[src/rtl/ide_pio_pkg.sv]
package ide_pio_pkg;

    localparam int CNT_W = 5;

    typedef enum logic [1:0] {
        PH_IDLE,
        PH_SETUP,
        PH_ACTIVE,
        PH_RECOV
    } phase_e;

    // Two-bit setup field; the ordering is not monotonic in the code value
    function automatic logic [CNT_W-1:0] setup_clocks(input logic [1:0] fld);
        case (fld)
            2'b01:   return CNT_W'(2);
            2'b10:   return CNT_W'(3);
            2'b00:   return CNT_W'(4);
            default: return CNT_W'(5);
        endcase
    endfunction

    function automatic logic [CNT_W-1:0] active_clocks(input logic [3:0] nib);
        return (nib == 4'd0) ? CNT_W'(16) : {1'b0, nib};
    endfunction

    function automatic logic [CNT_W-1:0] recov_clocks(input logic [3:0] nib);
        if (nib == 4'd0)
            return CNT_W'(16);
        else if (nib == 4'd15)
            return CNT_W'(1);
        else
            return {1'b0, nib} + CNT_W'(1);
    endfunction

endpackage

[src/rtl/ide_pio_regs.sv]
module ide_pio_regs #(
    parameter int          ADDR_W    = 3,
    parameter int          N_CHAN    = 2,
    parameter int          N_DRIVE   = 2,
    parameter logic [7:0]  SETUP_RST = 8'h40,
    parameter logic [7:0]  DATA_RST  = 8'h3F
) (
    input  logic                              clk,
    input  logic                              rst_n,
    input  logic                              we,
    input  logic [ADDR_W-1:0]                 addr,
    input  logic [7:0]                        wdata,
    output logic [7:0]                        rdata,
    output logic [N_CHAN*N_DRIVE-1:0][1:0]    setup_fld,
    output logic [N_CHAN*N_DRIVE-1:0][7:0]    data_byte
);
    localparam int N_VIEW  = N_CHAN * N_DRIVE;
    localparam int N_SETUP = N_DRIVE + 1;
    localparam int SHARED  = N_DRIVE;
    localparam int DATA_LO = N_SETUP;
    localparam int DATA_HI = N_SETUP + N_VIEW - 1;

    typedef struct packed {
        logic [N_SETUP-1:0][7:0] setup;
        logic [N_VIEW-1:0][7:0]  data;
    } regs_t;

    regs_t regs_d, regs_q;

    always_comb begin
        regs_d = regs_q;
        if (we) begin
            for (int i = 0; i < N_SETUP; i++)
                if (int'(addr) == i) regs_d.setup[i] = wdata;
            for (int i = 0; i < N_VIEW; i++)
                if (int'(addr) == DATA_LO + i) regs_d.data[i] = wdata;
        end
    end

    always_ff @(posedge clk) begin
        if (!rst_n) begin
            for (int i = 0; i < N_SETUP; i++) regs_q.setup[i] <= SETUP_RST;
            for (int i = 0; i < N_VIEW; i++)  regs_q.data[i]  <= DATA_RST;
        end else begin
            regs_q <= regs_d;
        end
    end

    always_comb begin
        rdata = 8'h00;
        for (int i = 0; i < N_SETUP; i++)
            if (int'(addr) == i) rdata = regs_q.setup[i];
        for (int i = 0; i < N_VIEW; i++)
            if (int'(addr) == DATA_LO + i) rdata = regs_q.data[i];
    end

    // Per-drive views: primary drives own a setup register, later channels share one
    for (genvar v = 0; v < N_VIEW; v++) begin : g_view
        if (v < N_DRIVE) begin : g_own
            assign setup_fld[v] = regs_q.setup[v][7:6];
        end else begin : g_shared
            assign setup_fld[v] = regs_q.setup[SHARED][7:6];
        end
        assign data_byte[v] = regs_q.data[v];
    end

    AST_SHARED_SETUP: assert property (@(posedge clk) disable iff (!rst_n)
        (we && int'(addr) == SHARED) |=>
            (setup_fld[N_VIEW-2] == $past(wdata[7:6]) &&
             setup_fld[N_VIEW-1] == $past(wdata[7:6])));

    AST_HOLE_IGNORED: assert property (@(posedge clk) disable iff (!rst_n)
        (we && int'(addr) > DATA_HI) |=>
            ($stable(setup_fld) && $stable(data_byte)));

endmodule

[src/rtl/ide_pio_engine.sv]
module ide_pio_engine
    import ide_pio_pkg::*;
(
    input  logic       clk,
    input  logic       rst_n,
    input  logic       start,
    input  logic       write,
    input  logic [1:0] setup_fld,
    input  logic [7:0] data_byte,
    output logic       rd_stb,
    output logic       wr_stb,
    output logic       done,
    output logic       busy
);
    localparam logic [CNT_W-1:0] ONE = CNT_W'(1);

    typedef struct packed {
        phase_e           ph;
        logic [CNT_W-1:0] cnt;
        logic [CNT_W-1:0] act;
        logic [CNT_W-1:0] rec;
        logic             wr;
    } eng_t;

    eng_t st_d, st_q;

    always_comb begin
        st_d = st_q;
        case (st_q.ph)
            PH_IDLE: begin
                if (start) begin
                    st_d.ph  = PH_SETUP;
                    st_d.cnt = setup_clocks(setup_fld) - ONE;
                    st_d.act = active_clocks(data_byte[7:4]);
                    st_d.rec = recov_clocks(data_byte[3:0]);
                    st_d.wr  = write;
                end
            end
            PH_SETUP: begin
                if (st_q.cnt == '0) begin
                    st_d.ph  = PH_ACTIVE;
                    st_d.cnt = st_q.act - ONE;
                end else begin
                    st_d.cnt = st_q.cnt - ONE;
                end
            end
            PH_ACTIVE: begin
                if (st_q.cnt == '0) begin
                    st_d.ph  = PH_RECOV;
                    st_d.cnt = st_q.rec - ONE;
                end else begin
                    st_d.cnt = st_q.cnt - ONE;
                end
            end
            default: begin
                if (st_q.cnt == '0) st_d.ph  = PH_IDLE;
                else                st_d.cnt = st_q.cnt - ONE;
            end
        endcase
    end

    always_ff @(posedge clk) begin
        if (!rst_n) begin
            st_q <= '{ph: PH_IDLE, cnt: '0, act: '0, rec: '0, wr: 1'b0};
        end else begin
            st_q <= st_d;
        end
    end

    assign busy   = (st_q.ph != PH_IDLE);
    assign rd_stb = (st_q.ph == PH_ACTIVE) && !st_q.wr;
    assign wr_stb = (st_q.ph == PH_ACTIVE) &&  st_q.wr;
    assign done   = (st_q.ph == PH_RECOV) && (st_q.cnt == '0);

    // Strobe run-length monitor
    logic [CNT_W-1:0] run_q;
    always_ff @(posedge clk) begin
        if (!rst_n)                run_q <= '0;
        else if (rd_stb || wr_stb) run_q <= run_q + ONE;
        else                       run_q <= '0;
    end

    AST_STROBE_LEN: assert property (@(posedge clk) disable iff (!rst_n)
        (!rd_stb && !wr_stb && run_q != '0) |-> (run_q == st_q.act));

    AST_DONE_THEN_IDLE: assert property (@(posedge clk) disable iff (!rst_n)
        done |=> !busy);

    AST_BUSY_ENDS_ON_DONE: assert property (@(posedge clk) disable iff (!rst_n)
        $fell(busy) |-> $past(done));

    AST_START_WHEN_IDLE: assert property (@(posedge clk) disable iff (!rst_n)
        start |-> !busy);

    AST_DONE_NO_STROBE: assert property (@(posedge clk) disable iff (!rst_n)
        done |-> (!rd_stb && !wr_stb));

endmodule

[src/rtl/ide_pio_timer.sv]
module ide_pio_timer #(
    parameter logic [7:0] SETUP_RST = 8'h40,
    parameter logic [7:0] DATA_RST  = 8'h3F
) (
    input  logic       clk,
    input  logic       rst_n,
    input  logic       cfg_we,
    input  logic [2:0] cfg_addr,
    input  logic [7:0] cfg_wdata,
    output logic [7:0] cfg_rdata,
    input  logic       req_valid,
    input  logic       req_chan,
    input  logic       req_drive,
    input  logic       req_write,
    output logic [1:0] rd_stb,
    output logic [1:0] wr_stb,
    output logic [1:0] cyc_done,
    output logic [1:0] busy
);
    localparam int N_CHAN  = 2;
    localparam int N_DRIVE = 2;
    localparam int N_VIEW  = N_CHAN * N_DRIVE;

    logic [N_VIEW-1:0][1:0] setup_fld;
    logic [N_VIEW-1:0][7:0] data_byte;

    ide_pio_regs #(
        .ADDR_W    (3),
        .N_CHAN    (N_CHAN),
        .N_DRIVE   (N_DRIVE),
        .SETUP_RST (SETUP_RST),
        .DATA_RST  (DATA_RST)
    ) u_regs (
        .clk       (clk),
        .rst_n     (rst_n),
        .we        (cfg_we),
        .addr      (cfg_addr),
        .wdata     (cfg_wdata),
        .rdata     (cfg_rdata),
        .setup_fld (setup_fld),
        .data_byte (data_byte)
    );

    for (genvar ch = 0; ch < N_CHAN; ch++) begin : g_chan
        localparam int BASE = ch * N_DRIVE;
        logic       start;
        logic [1:0] sel_setup;
        logic [7:0] sel_data;

        assign start     = req_valid && (int'(req_chan) == ch) && !busy[ch];
        assign sel_setup = req_drive ? setup_fld[BASE+1] : setup_fld[BASE];
        assign sel_data  = req_drive ? data_byte[BASE+1] : data_byte[BASE];

        ide_pio_engine u_eng (
            .clk       (clk),
            .rst_n     (rst_n),
            .start     (start),
            .write     (req_write),
            .setup_fld (sel_setup),
            .data_byte (sel_data),
            .rd_stb    (rd_stb[ch]),
            .wr_stb    (wr_stb[ch]),
            .done      (cyc_done[ch]),
            .busy      (busy[ch])
        );

        AST_ACCEPT_IDLE: assert property (@(posedge clk) disable iff (!rst_n)
            (req_valid && int'(req_chan) == ch && !busy[ch]) |=> busy[ch]);

        AST_NO_CROSS_START: assert property (@(posedge clk) disable iff (!rst_n)
            (req_valid && int'(req_chan) != ch && !busy[ch]) |=> !busy[ch]);
    end

endmodule

[config.mk]
export PLATFORM = sky130hd
export DESIGN_NAME = ide_pio_timer
export DESIGN_NICKNAME = d
export VERILOG_FILES = /design/src/rtl/ide_pio_pkg.sv /design/src/rtl/ide_pio_regs.sv /design/src/rtl/ide_pio_engine.sv /design/src/rtl/ide_pio_timer.sv
export SDC_FILE = /design/constraint.sdc
export NUM_CORES = 1
export LEC_CHECK = 0
export BUFFER_PORTS_ARGS = -buffer_cell sky130_fd_sc_hd__buf_2
export CAP_MARGIN = 40
export CORE_ASPECT_RATIO = 1.75
export CORE_MARGIN = 1.5
export CORE_UTILIZATION = 56
export CTS_CLUSTER_SIZE = 12
export DETAILED_ROUTE_END_ITERATION = 10
export PLACE_DENSITY = 0.87
export SETUP_SLACK_MARGIN = 0.02
export SLEW_MARGIN = 20
export SYNTH_ARGS = -nofsm -noshare
export SYNTH_HDL_FRONTEND = slang
export SYNTH_SLANG_ARGS = --single-unit
[constraint.sdc]
create_clock -name clk -period 1.67 [get_ports clk]
set_input_delay 0.0835 -clock clk [delete_from_list [all_inputs] [get_ports clk]]
set_output_delay 0.0835 -clock clk [all_outputs]
set_load 0.05 [all_outputs]
Yosys cells after proc, flatten, opt, wreduce, memory -nomap -nowiden
Index checks and enable logic that the tools add are counted.

cells by class
  add/subtract/negate cells = 10
  eq/ne operators = 26
  mux-type cells = 38
  bitwise logic cells = 1
  reductions and logical operators = 42

operators with widths
  cell                                                  count
  2-to-1 mux 5 bit                                      16
  2-to-1 mux 8 bit                                      9
  one-hot mux 7 bit (3 select lines)                    2
  subtractor 5 x 1 -> 5 bit (second input constant)     8
  2-to-1 mux 18 bit                                     2
  AND reduction 2 bit                                   11
  one-hot mux 3 bit (3 select lines)                    2
  logical NOT 4 bit                                     4
  2-to-1 mux 2 bit                                      7
  equality test 2 bit (second input constant)           6
  equality test 3 bit (second input constant)           4
  adder 4 x 1 -> 5 bit (second input constant)          2
  logical AND 1 bit                                     10
  logical NOT 5 bit                                     2
  equality test 2 x 1 -> 1 bit (second input constant)  4
  equality test 4 bit (second input constant)           2
  logical NOT 2 bit                                     4
  != test 2 x 1 -> 1 bit (second input constant)        4
  != test 4 bit (second input constant)                 2
  AND reduction 4 bit                                   2
  nonzero test 2 bit                                    4
  equality test 3 x 2 -> 1 bit (second input constant)  2
  logical NOT 1 bit                                     4
  != test 2 bit (second input constant)                 2
  2 further kinds                                       2

storage, ports and cells
  register bits = 92
  bits of input ports = 18
  output and inout port bits = 16
  logic and storage cells = 134

Logic depth before layout (Yosys ltp)
Gate-level depths: netlist of the first run.

  word-level depth = 8
  mapped depth = 8
  depth with buffers taken out = 7

Cells and area by module
A second synthesis of the first run with hierarchy kept.

unflattened totals
  cells, all modules = 733
  area total of the unflattened synthesis = 5943.2 µm²

by module, submodules not included
  module          times used  cells each  area each (µm²)  sequential area each (µm²)
  ide_pio_regs    1           381         3014.1           1121.1
  ide_pio_engine  2           164         1295.0           360.3
  ide_pio_timer   1           24          339.1            0.0

Least setup slack after synthesis of the first run
No wires, ideal clock.

  kind = input -> output
  start point = input port cfg_addr[2]
  end point = output port cfg_rdata[5]
  data arrival time = 2052 ps
  required time = 1586 ps
  setup slack = -465 ps
  stages on the path = 7
  cells stage by stage = buf_2 > nor2b_2 > buf_2 > nand2_1 > nand2_1 > a221oi_1 > a211oi_1

between the ends
  cells in the longest elaborated chain, start to end = 8
  elaborated cells between the ends (all ways) = 14
  classes of those cells = eq/ne: 6; mux: 7; reduce/logical: 1

RTL lines
  item                            line                 source
  from (decl)                     ide_pio_timer.sv:8   input logic [2:0] cfg_addr,
  logical NOT 3 bit               ide_pio_regs.sv:52   if (int'(addr) == i) rdata = regs_q.setup[i];
  2-to-1 mux 8 bit (3 in series)  ide_pio_regs.sv:52
  2-to-1 mux 8 bit (3 in series)  ide_pio_regs.sv:54   if (int'(addr) == DATA_LO + i) rdata = regs_q.data[i];
  2-to-1 mux 8 bit *              ide_pio_regs.sv:54
  to (decl)                       ide_pio_timer.sv:10  output logic [7:0] cfg_rdata,

Mark *: on every way between the ends. The rest lies on a longest branch, timed or not.

Worst setup path in the final report of the first run
  start point = register u_regs.regs_q[36]
  end point = output port cfg_rdata[4]

between the ends
  cells in the longest elaborated chain, start to end = 7

RTL lines
  item                            line                source
  from (decl)                     ide_pio_regs.sv:28  regs_t regs_d, regs_q;
  from (signal assigned)          ide_pio_regs.sv:45  regs_q <= regs_d;
  2-to-1 mux 8 bit (3 in series)  ide_pio_regs.sv:52
  2-to-1 mux 8 bit (4 in series)  ide_pio_regs.sv:54

Every way passes these cells.

==> results of run 1 <==
[flip-flops by register name, indices dropped and copies added (netlist names)]
name,count
g_chan.u_eng.st_q,36
u_regs.data_byte,32
u_regs.regs_q,18
u_regs.setup_fld,6
[power by group through the flow]
stage                     Clock (mW)  Combinational [mW]  Sequential, mW
after global placement             0                3.18            2.66
final                           2.51                4.44            2.70
after CTS                       2.51                3.80            2.66
after global routing            2.62                4.75            2.72
after detailed placement           0                3.29            2.68
after floorplan                    0                2.36            2.64
[logic make-up (layout without fill, tap and decap cells)]
kind of cell               Yosys count  in the layout  synth area share (%)
and+or+nand+nor                    315            315                  26.2
AOI/OAI and AO/OA                  163            163                  20.8
DFF                                 92             92                  32.3
buffers and inverters               79            163                  6.52
muxes                               31             31                  5.60
adders and majority gates           27             27                  5.93
xor gates and xnor gates            17             17                  2.61
[Yosys cell counts (9+ instances only)]
| cell type | n | area (µm²) |
|---|---|---|
| a21boi_1 | 9 | 67.6 |
| buf_2 | 18 | 90.1 |
| nand3_1 | 49 | 245 |
| a21oi_1 | 28 | 140 |
| o21ai_0 | 25 | 125 |
| dfxtp_1 | 92 | 1840 |
| mux2i_1 | 24 | 240 |
| a221oi_1 | 9 | 78.8 |
| o211a_1 | 12 | 120 |
| clkbuf_1 | 12 | 45.0 |
| xor2_1 | 13 | 114 |
| a22oi_1 | 13 | 97.6 |
| nand2_1 | 170 | 638 |
| nor3_1 | 13 | 65.1 |
| ha_1 | 27 | 338 |
| inv_1 | 35 | 131 |
| a21boi_0 | 14 | 105 |
| nor2_1 | 24 | 90.1 |
[worst max-delay path: stages, from the launching register on]
cell and delay [ns]:
dfxtp_1 0.31, mux2_4 0.28, a22oi_2 0.17, nor2_2 0.09, a2111oi_2 0.27, buf_4 0.19, a211oi_4 0.04, buf_6 0.16
[cell type report]
type / count / area (µm²) / area share [%]
multi-input combinational: 553 / 3950 / 53.7
clock inverter: 4 / 120 / 1.64
inverter: 35 / 143 / 1.94
tap: 125 / 156 / 2.13
clock buffer: 12 / 246 / 3.36
sequential: 92 / 1860 / 25.4
timing repair buffer: 112 / 867 / 11.8
[layer usage]
layer | track usage (%) | vias to the layer above
met2 | 62.9 | 279
met1 | 32.7 | 2825
met5 | 0 | -
met4 | 23.2 | 0
met3 | 4.23 | 82
li1 | - | 2701
[through the flow]
step	setup slack [ns]	utilization [%]	cell area [µm²]	instances	TNS, ns
after global placement	-0.0807	64.0	6340	901	-0.318
after global routing	-0.308	74.1	7340	933	-1.96
after detailed placement	-0.115	64.0	6340	901	-0.919
after CTS	-0.197	71.4	7070	931	-0.884
final	-0.271	74.1	7340	933	-1.16
after floorplan	-0.0416	-	5760	724	-0.0832
[repair_timing]
item	in CTS	in global routing
hold endpoints to repair	0	0
setup endpoints to repair	27	35
pin swaps	28	24
resized for setup	81	68
buffers inserted	14	2
[worst paths after layout]
| check | cells after the start | end | start | slack, ns |
|---|---|---|---|---|
| max reg2reg | 6 | g_chan[0].u_eng.st_q[5]$_SDFFE_PN0P_ | u_regs.data_byte[1]$_SDFFE_PN1P_ | 0 |
| max | 7 | cfg_rdata[4] | u_regs.regs_q[36]$_SDFFE_PN0P_ | -0.27 |
| min | 3 | g_chan[1].u_eng.st_q[12]$_SDFFE_PN0P_ | rst_n | 0.04 |
| min reg2reg | 2 | u_regs.regs_q[34]$_SDFFE_PN0P_ | u_regs.regs_q[34]$_SDFFE_PN0P_ | 0.46 |
==> flow_summary.yaml, run 1 <==
sta:
  max_slew_margin_pct: 57.8
  holdWs_ns: 0.0429
  setup_ws_ns: -0.271
  layout_min_cycle_time_ns: 1.94
  drv_slew: 0
  fmax_mhz: 515
  hold_violations: 0
  period_share_pct: 116
  fin_skew_ns: 0.00561
  rsz0062_at_grt: "true"
  tightest_slew_ns: 0.633
  setup_viol_count_final: 9
drt:
  drc: 0
  first_pass_iters: 6
  wl_met3_um: 953
  wire_per_inst_um: 19.6
  topRoutingLayerUsed: "met4"
  routed_wirelength_mm: 18.3
  wl_met2_mm: 9.76
  met1Wirelength_mm: 6.48
  via_per_inst: 6.31
  drtAntennaViolNets: 0
  vias: 5887
  drtIter0Drc: 413
power_and_ir_drop:
  p_leak_nw: 3.11
  clock_power_share_pct: 26.0
  internal_power_mw: 6.13
  sw_frac_of_total_pct: 36.5
  pwr-share-comb_pct: 46.0
  total_power_mw: 9.65
  ir_worst_vdd_mv: 0.731
  p_sw_mw: 3.53
  seqPwrFrac_pct: 27.9
  powerDensity_nw_per_um2: 1320
die:
  start_util_pct: 57.5
  die_w_um: 79.3
  rows: 48
  dieArea_um2: 10800
  io-pin-count: 34
  dieHeight_um: 136
  core_area_um2: 9910
final_layout:
  antennaDiodeCount: 0
  area_growth_syn_to_layout_pct: 28.8
  drive_gt1_share_pct: 30.8
  final_cell_mix: "nand2_1, dfxtp_1, buf_4"
  final_common_cell: "nand2_1"
  fin_nets: 848
  fillerInstances: 696
clocking:
  cts_made_buffers: 9
  clockBufferDepth: 2
  cts_tree: "done"
  clk_latency_ns: 0.35
  clock_sinks: 92
  root_buffer: "clkbuf_16"
  hold_buffers: 0
  htreeDepth: 3
  path_clk_slew_ns: 0.06
worst_setup_path:
  cp-end-kind: "output pin"
  cp_max_fo: 2
  start_kind: "flop"
  crit_arrival_ns: 1.86
  critPathKind: "flop to output pin"
  worst_ep_required_time_ns: 1.59
synthesis:
  synthFlopType: "dfxtp_1"
  synth.distinct_cells: 68
  syn_nets: 769
  ys_warn_count: 0
  synth-edff-count: 0
  syn_area_um2: 5700
  ys_seq_area_share_pct: 32.3
  synth_seq_cells: 92
  synthCells: 724
  async_flop_share_pct: 0
  avgSynthCellArea_um2: 7.87
run_status:
  status: "finished, violations left"
  violations: "negative setup slack"
hold_path:
  hold_class: "input port to flop"
placement:
  gp_congestion: 0.980
  dpl.hpwl_mm: 12.2
  portBuffers: 33
global_route:
  grt_use_total_pct: 33.4
  grt.overflow.total: 0
  antenna_found_initial: 0
  grt_pass1_vias: 5811
  grt_pass1_wl_mm: 27.8
  grt_max_degree: 48
flow_run:
  max-cap-violations: 0
No activity file was read; power rests on OpenSTA's default activity.
==> run 2: changes to the inputs <==
Settings changed: CORE_ASPECT_RATIO 1.75 to 0.5.
==> run 2 against run 1 <==
  * The flow still finishes with violations (negative setup slack)
  * Flip-flop and latch count unchanged
  * Global-route usage shrank 0.26 points
  * Core utilization up 2.3 points
  * Sequential power barely moved
  * Clock power is essentially flat
  * Clock skew grew 0.0019 ns
  * Hold slack lost 0.038 ns
==> flow_summary.yaml, run 2 (same netlist as run 1, synthesis figures left out) <==
run_status:
  status: "finished, violations left"
  violations: "negative setup slack"
worst_setup_path:
  cp_max_fo: 2
  crit_buf_inv: 1
  critical_path.max_stage_delay_ns: 0.44
  rrSetupSlack_ns: -0.11
  reg2regPathDepth: 6
  critPathTopFamily: "compound AO/OA/AOI/OAI gates"
  crit_slowest_cell: "a221oi_2"
  reg2reg_from: "u_regs.data_byte[9]$_SDFFE_PN1P_"
  cp-end-kind: "output pin"
  crit_chain: "mux2_4 -> a22oi_2 -> nor2_4 -> a221oi_2 -> a211oi_2 -> buf_6"
  start_kind: "flop"
  worst_ep_required_time_ns: 1.59
  critPathKind: "flop to output pin"
  cp.depth: 6
  r2r-end: "g_chan[0].u_eng.st_q[5]$_SDFFE_PN0P_"
  crit_arrival_ns: 2.04
final_layout:
  fin_nets: 849
  top_register: "g_chan.u_eng.st_q"
  finalNonFillerCells: 944
  final_common_cell: "nand2_1"
  final_cell_mix: "nand2_1, buf_4, dfxtp_1"
  utilization_pct: 76.4
  largest_reg_flops: 36
  antennaDiodeCount: 0
  drive_gt1_share_pct: 31.4
  area_growth_syn_to_layout_pct: 29.6
hold_path:
  hold_class: "input port to flop"
  worstHoldStart: "req_write"
  holdPathEnd: "g_chan[0].u_eng.st_q[0]$_SDFFE_PN0P_"
  hold_path_depth: 3
drt:
  vias: 6438
  wire_per_inst_um: 22.5
  drtAntennaViolNets: 0
  via_per_inst: 6.82
  first_pass_iters: 8
  routed_wirelength_mm: 21.2
  drtIter0Drc: 1067
  drc: 0
clocking:
  root_buffer: "clkbuf_16"
  path_clk_slew_ns: 0.07
  clock_sinks: 92
  clockBufferDepth: 2
  htreeDepth: 3
  cts_tree: "done"
  cts_made_buffers: 9
  clk_latency_ns: 0.36
sta:
  tightest_slew_ns: 0.729
  setup-tns-final_ns: -2.22
  drv_slew: 0
  rsz0062_at_grt: "true"
  fmax_mhz: 471
  setup_ws_ns: -0.453
  layout_min_cycle_time_ns: 2.12
  period_share_pct: 127
  setup_viol_count_final: 17
  max_slew_margin_pct: 51.0
  hold_violations: 0
  fin_skew_ns: 0.00750
die:
  io-pin-count: 34
  dieHeight_um: 74.3
  start_util_pct: 59.0
  die_w_um: 146
  core_area_um2: 9670
  rows: 25
  dieArea_um2: 10800
power_and_ir_drop:
  total_power_mw: 9.64
  p_leak_nw: 3.12
  ir_worst_vdd_mv: 0.619
  powerDensity_nw_per_um2: 1300
placement:
  dp_cells: 914
  gp_congestion: 0.903
  portBuffers: 33
  dpl.hpwl_mm: 11.3
flow_run:
  max-cap-violations: 0
global_route:
  antenna_found_initial: 0
  grt_max_degree: 56
  grt_pass1_wl_mm: 28.1
  grt_use_total_pct: 33.1
  grt.overflow.total: 0
  grt_pass1_vias: 5580
==> run 2: cell count changes in the layout (fill, tap and decap cells not counted), moves of 2 or more <==
cell,change
mux2_4,+2
o21ai_1,+3
buf_6,-3
inv_2,+3
a2111oi_4,+6
dfxtp_1,-6
nor2_4,+3
a2111oi_2,-6
nor2_2,-4
dfxtp_2,+7
ha_2,+3
o21ai_0,-2
buf_4,+4
ha_4,-3
==> run 2: what timing repair did <==
| action | CTS | global route |
|---|---|---|
| hold buffers | 0 | 0 |
| endpoints found under the setup margin | 21 | 38 |
| resized for setup | 77 | 79 |
| setup buffers | 5 | 10 |
| pin swaps | 26 | 38 |
==> run 2: power breakdown <==
group	internal (mW)	leakage, nW	switching, mW	total [mW]
Sequential	2.42	0.755	0.281	2.71
Combinational	1.96	2.19	2.50	4.46
Clock	1.55	0.173	0.930	2.48
==> run 2: stage by stage <==
stage | setup slack (ns) | cell area, µm² | hold slack, ns
global route | -0.441 | 7390 | 0.0148
global placement | -0.0732 | 6360 | 0.349
finish | -0.453 | 7390 | 0.00500
detailed placement | -0.113 | 6360 | 0.362
floorplan | -0.0416 | 5760 | 0.207
CTS | -0.297 | 7000 | 0.000536
==> run 2: worst reg2reg max path: stages (launching register included) <==
cell	delay (ns)
dfxtp_1	0.38
mux2i_1	0.35
buf_4	0.19
ha_1	0.20
o21ai_2	0.12
o21ai_0	0.29
and2_1	0.19
==> run 2: worst max path at each step <==
stage,from,end,slack (ns)
after detailed placement,cfg_addr[1],cfg_rdata[4],-0.11
after CTS,u_regs.regs_q[36]$_SDFFE_PN0P_,cfg_rdata[4],-0.30
after global placement,cfg_addr[1],cfg_rdata[0],-0.07
final,u_regs.regs_q[33]$_SDFFE_PN0P_,cfg_rdata[1],-0.45
after global routing,u_regs.regs_q[33]$_SDFFE_PN0P_,cfg_rdata[1],-0.44
after floorplan,cfg_addr[2],cfg_rdata[5],-0.04
==> run 2: metal layers <==
| metal | track usage (%) | routed length, µm |
|---|---|---|
| met5 | 0 | 0 |
| met2 | 54.2 | 9030 |
| met4 | 19.2 | 1570 |
| met1 | 40.8 | 7800 |
| met3 | 8.59 | 2820 |
==> run 2: area by class of cell <==
class                      instances  area, µm²
multi-input combinational        553       4000
timing repair buffer             113        866
sequential                        92       1870
clock inverter                     4       95.1
tap                              135        169
clock buffer                      12        256
inverter                          35        136
fill                             542       2280
==> run 3: changes to the inputs <==
Settings changed: CORE_UTILIZATION 56 to 60, PLACE_DENSITY 0.87 to 0.89.
Clock period 1.67 ns to 2 ns, I/O delays scaled along.
==> run 3 against run 2 <==
  * The run still ends with negative setup slack left
  * Final cell count fell by 7.8%
  * Clock power fell by 29%
  * Design area fell by 13%
  * Largest power group unchanged
==> flow_summary.yaml, run 3 (same netlist as run 1, synthesis figures left out) <==
power_and_ir_drop:
  p_leak_nw: 2.75
  ir_worst_vdd_mv: 0.556
  total_power_mw: 6.60
  powerDensity_nw_per_um2: 1030
sta:
  hold_violations: 0
  setup_ws_ns: -0.0111
  fmax_mhz: 497
  drv_slew: 0
  holdWs_ns: 0.00947
  layout_min_cycle_time_ns: 2.01
  tightest_slew_ns: 0.626
  max_slew_margin_pct: 58.0
  setup-tns-final_ns: -0.0111
  period_share_pct: 101
  fin_skew_ns: 0.00717
  rsz0062_at_grt: "true"
  setup_viol_count_final: 1
worst_setup_path:
  critPathKind: "flop to output pin"
  rrSetupSlack_ns: 0.15
  critical_path.max_stage_delay_ns: 0.38
  reg2reg_from: "g_chan[1].u_eng.st_q[17]$_SDFFE_PN0P_"
  r2r-end: "g_chan[1].u_eng.st_q[11]$_SDFFE_PN0P_"
  crit_chain: "mux2_2 -> a22oi_1 -> nor2_1 -> a2111oi_4 -> a211oi_2 -> buf_2"
  crit_buf_inv: 1
  crit_slowest_cell: "a2111oi_4"
  cp_max_fo: 3
  start_kind: "flop"
  cp-end-kind: "output pin"
  critPathTopFamily: "compound AO/OA/AOI/OAI gates"
  crit_arrival_ns: 1.91
  worst_ep_required_time_ns: 1.90
  reg2regPathDepth: 6
drt:
  drc: 0
  drtIter0Drc: 669
  drtAntennaViolNets: 0
  via_per_inst: 6.39
  routed_wirelength_mm: 15.5
  first_pass_iters: 6
  vias: 5558
  wire_per_inst_um: 17.8
global_route:
  grt_max_degree: 46
  grt_use_total_pct: 31.7
  antenna_found_initial: 0
  grt_pass1_wl_mm: 25.4
  grt_pass1_vias: 5130
  grt.overflow.total: 0
run_status:
  violations: "negative setup slack"
  status: "finished, violations left"
clocking:
  clk_latency_ns: 0.35
  cts_made_buffers: 9
  clockBufferDepth: 2
  cts_tree: "done"
  path_clk_slew_ns: 0.07
  root_buffer: "clkbuf_16"
  htreeDepth: 3
  clock_sinks: 92
  hold_buffers: 0
final_layout:
  finalNonFillerCells: 870
  drive_gt1_share_pct: 14.9
  final_cell_area_um2: 6390
  fin_nets: 793
  final_common_cell: "nand2_1"
  fillerInstances: 675
  antennaDiodeCount: 0
  final_cell_mix: "nand2_1, dfxtp_1, nand3_1"
  regArea_um2: 1840
  largest_reg_flops: 36
  multi_input_area_um2: 3590
  top_register: "g_chan.u_eng.st_q"
  area_growth_syn_to_layout_pct: 12.2
hold_path:
  hold_path_depth: 3
  worstHoldStart: "req_write"
  holdPathEnd: "g_chan[0].u_eng.st_q[0]$_SDFFE_PN0P_"
  hold_class: "input port to flop"
flow_run:
  max-cap-violations: 0
die:
  rows: 24
  dieArea_um2: 10100
  die_w_um: 141
  core_area_um2: 8950
  io-pin-count: 34
  dieHeight_um: 71.9
  start_util_pct: 63.7
placement:
  placed_area_um2: 5980
  portBuffers: 33
  dpl.hpwl_mm: 10.7
  gp_congestion: 0.962
  dp_cells: 852
## run 3: cell types whose count changed in the layout (fill, tap and decap cells not counted), sizes merged
cell / delta
clkbuf: -1
buf: -56
bufinv: -2
clkinv: +3
## run 3: per-stage QoR
stage | worst slack, ns | utilization [%]
floorplan | 0.296 | -
global placement | 0.143 | 66.8
detailed placement | 0.101 | 66.8
CTS | 0.0252 | 70.6
global route | -0.0751 | 71.4
finish | -0.0111 | 71.4
## run 3: area by class of cell
cell class	instances	share of cell area, %
Clock inverter	5	0.959
Clock buffer	11	3.80
Multi-Input combinational cell	553	56.1
Inverter	35	2.05
Sequential cell	92	28.8
Timing Repair Buffer	57	5.97
Tap cell	117	2.29
## run 3: worst min-delay path: cells and delay by family
family	cells	cell delay, ns
AOI/OAI and AO/OA	1	0.06
buffers and inverters	1	0.11
and+or+nand+nor	1	0.04
## run 3: metal layers
layer  part of all wire [%]  GRT usage (%)  up-vias  wire length [µm]
met3                    9.5           7.39       49              1480
li1                       -              -     2595                 -
met2                     45           51.9      312              6910
met5                      0              0        -                 0
met4                    2.9           11.5        0               451
met1                     43           41.6     2602              6680
## run 3: how the worst max path moves through the flow
stage / startpoint / end / slack [ns] / cells past startpoint
4_1_cts: u_regs.setup_fld[5]$_SDFFE_PN0P_ / cfg_rdata[7] / 0.03 / 6
3_5_place_dp: cfg_addr[1] / cfg_rdata[3] / 0.10 / 8
3_3_place_gp: cfg_addr[1] / cfg_rdata[7] / 0.14 / 7
2_1_floorplan: cfg_addr[2] / cfg_rdata[5] / 0.30 / 6
5_1_grt: u_regs.setup_fld[5]$_SDFFE_PN0P_ / cfg_rdata[7] / -0.08 / 6
6_report: u_regs.setup_fld[5]$_SDFFE_PN0P_ / cfg_rdata[7] / -0.01 / 6
## run 3: what timing repair did
action / 4_1_cts / 5_1_grt
pin swaps: 5 / 0
gates resized for setup: 8 / 17
endpoints found under the setup margin: 8 / 11
setup buffers: 2 / 0
## run 3: power by group
part	internal, mW	switching (mW)	leakage, nW	total (mW)
Combinational	1.07	1.53	1.85	2.60
Sequential	2.01	0.216	0.749	2.23
Clock	1.01	0.762	0.150	1.77
Total	4.09	2.51	2.75	6.60
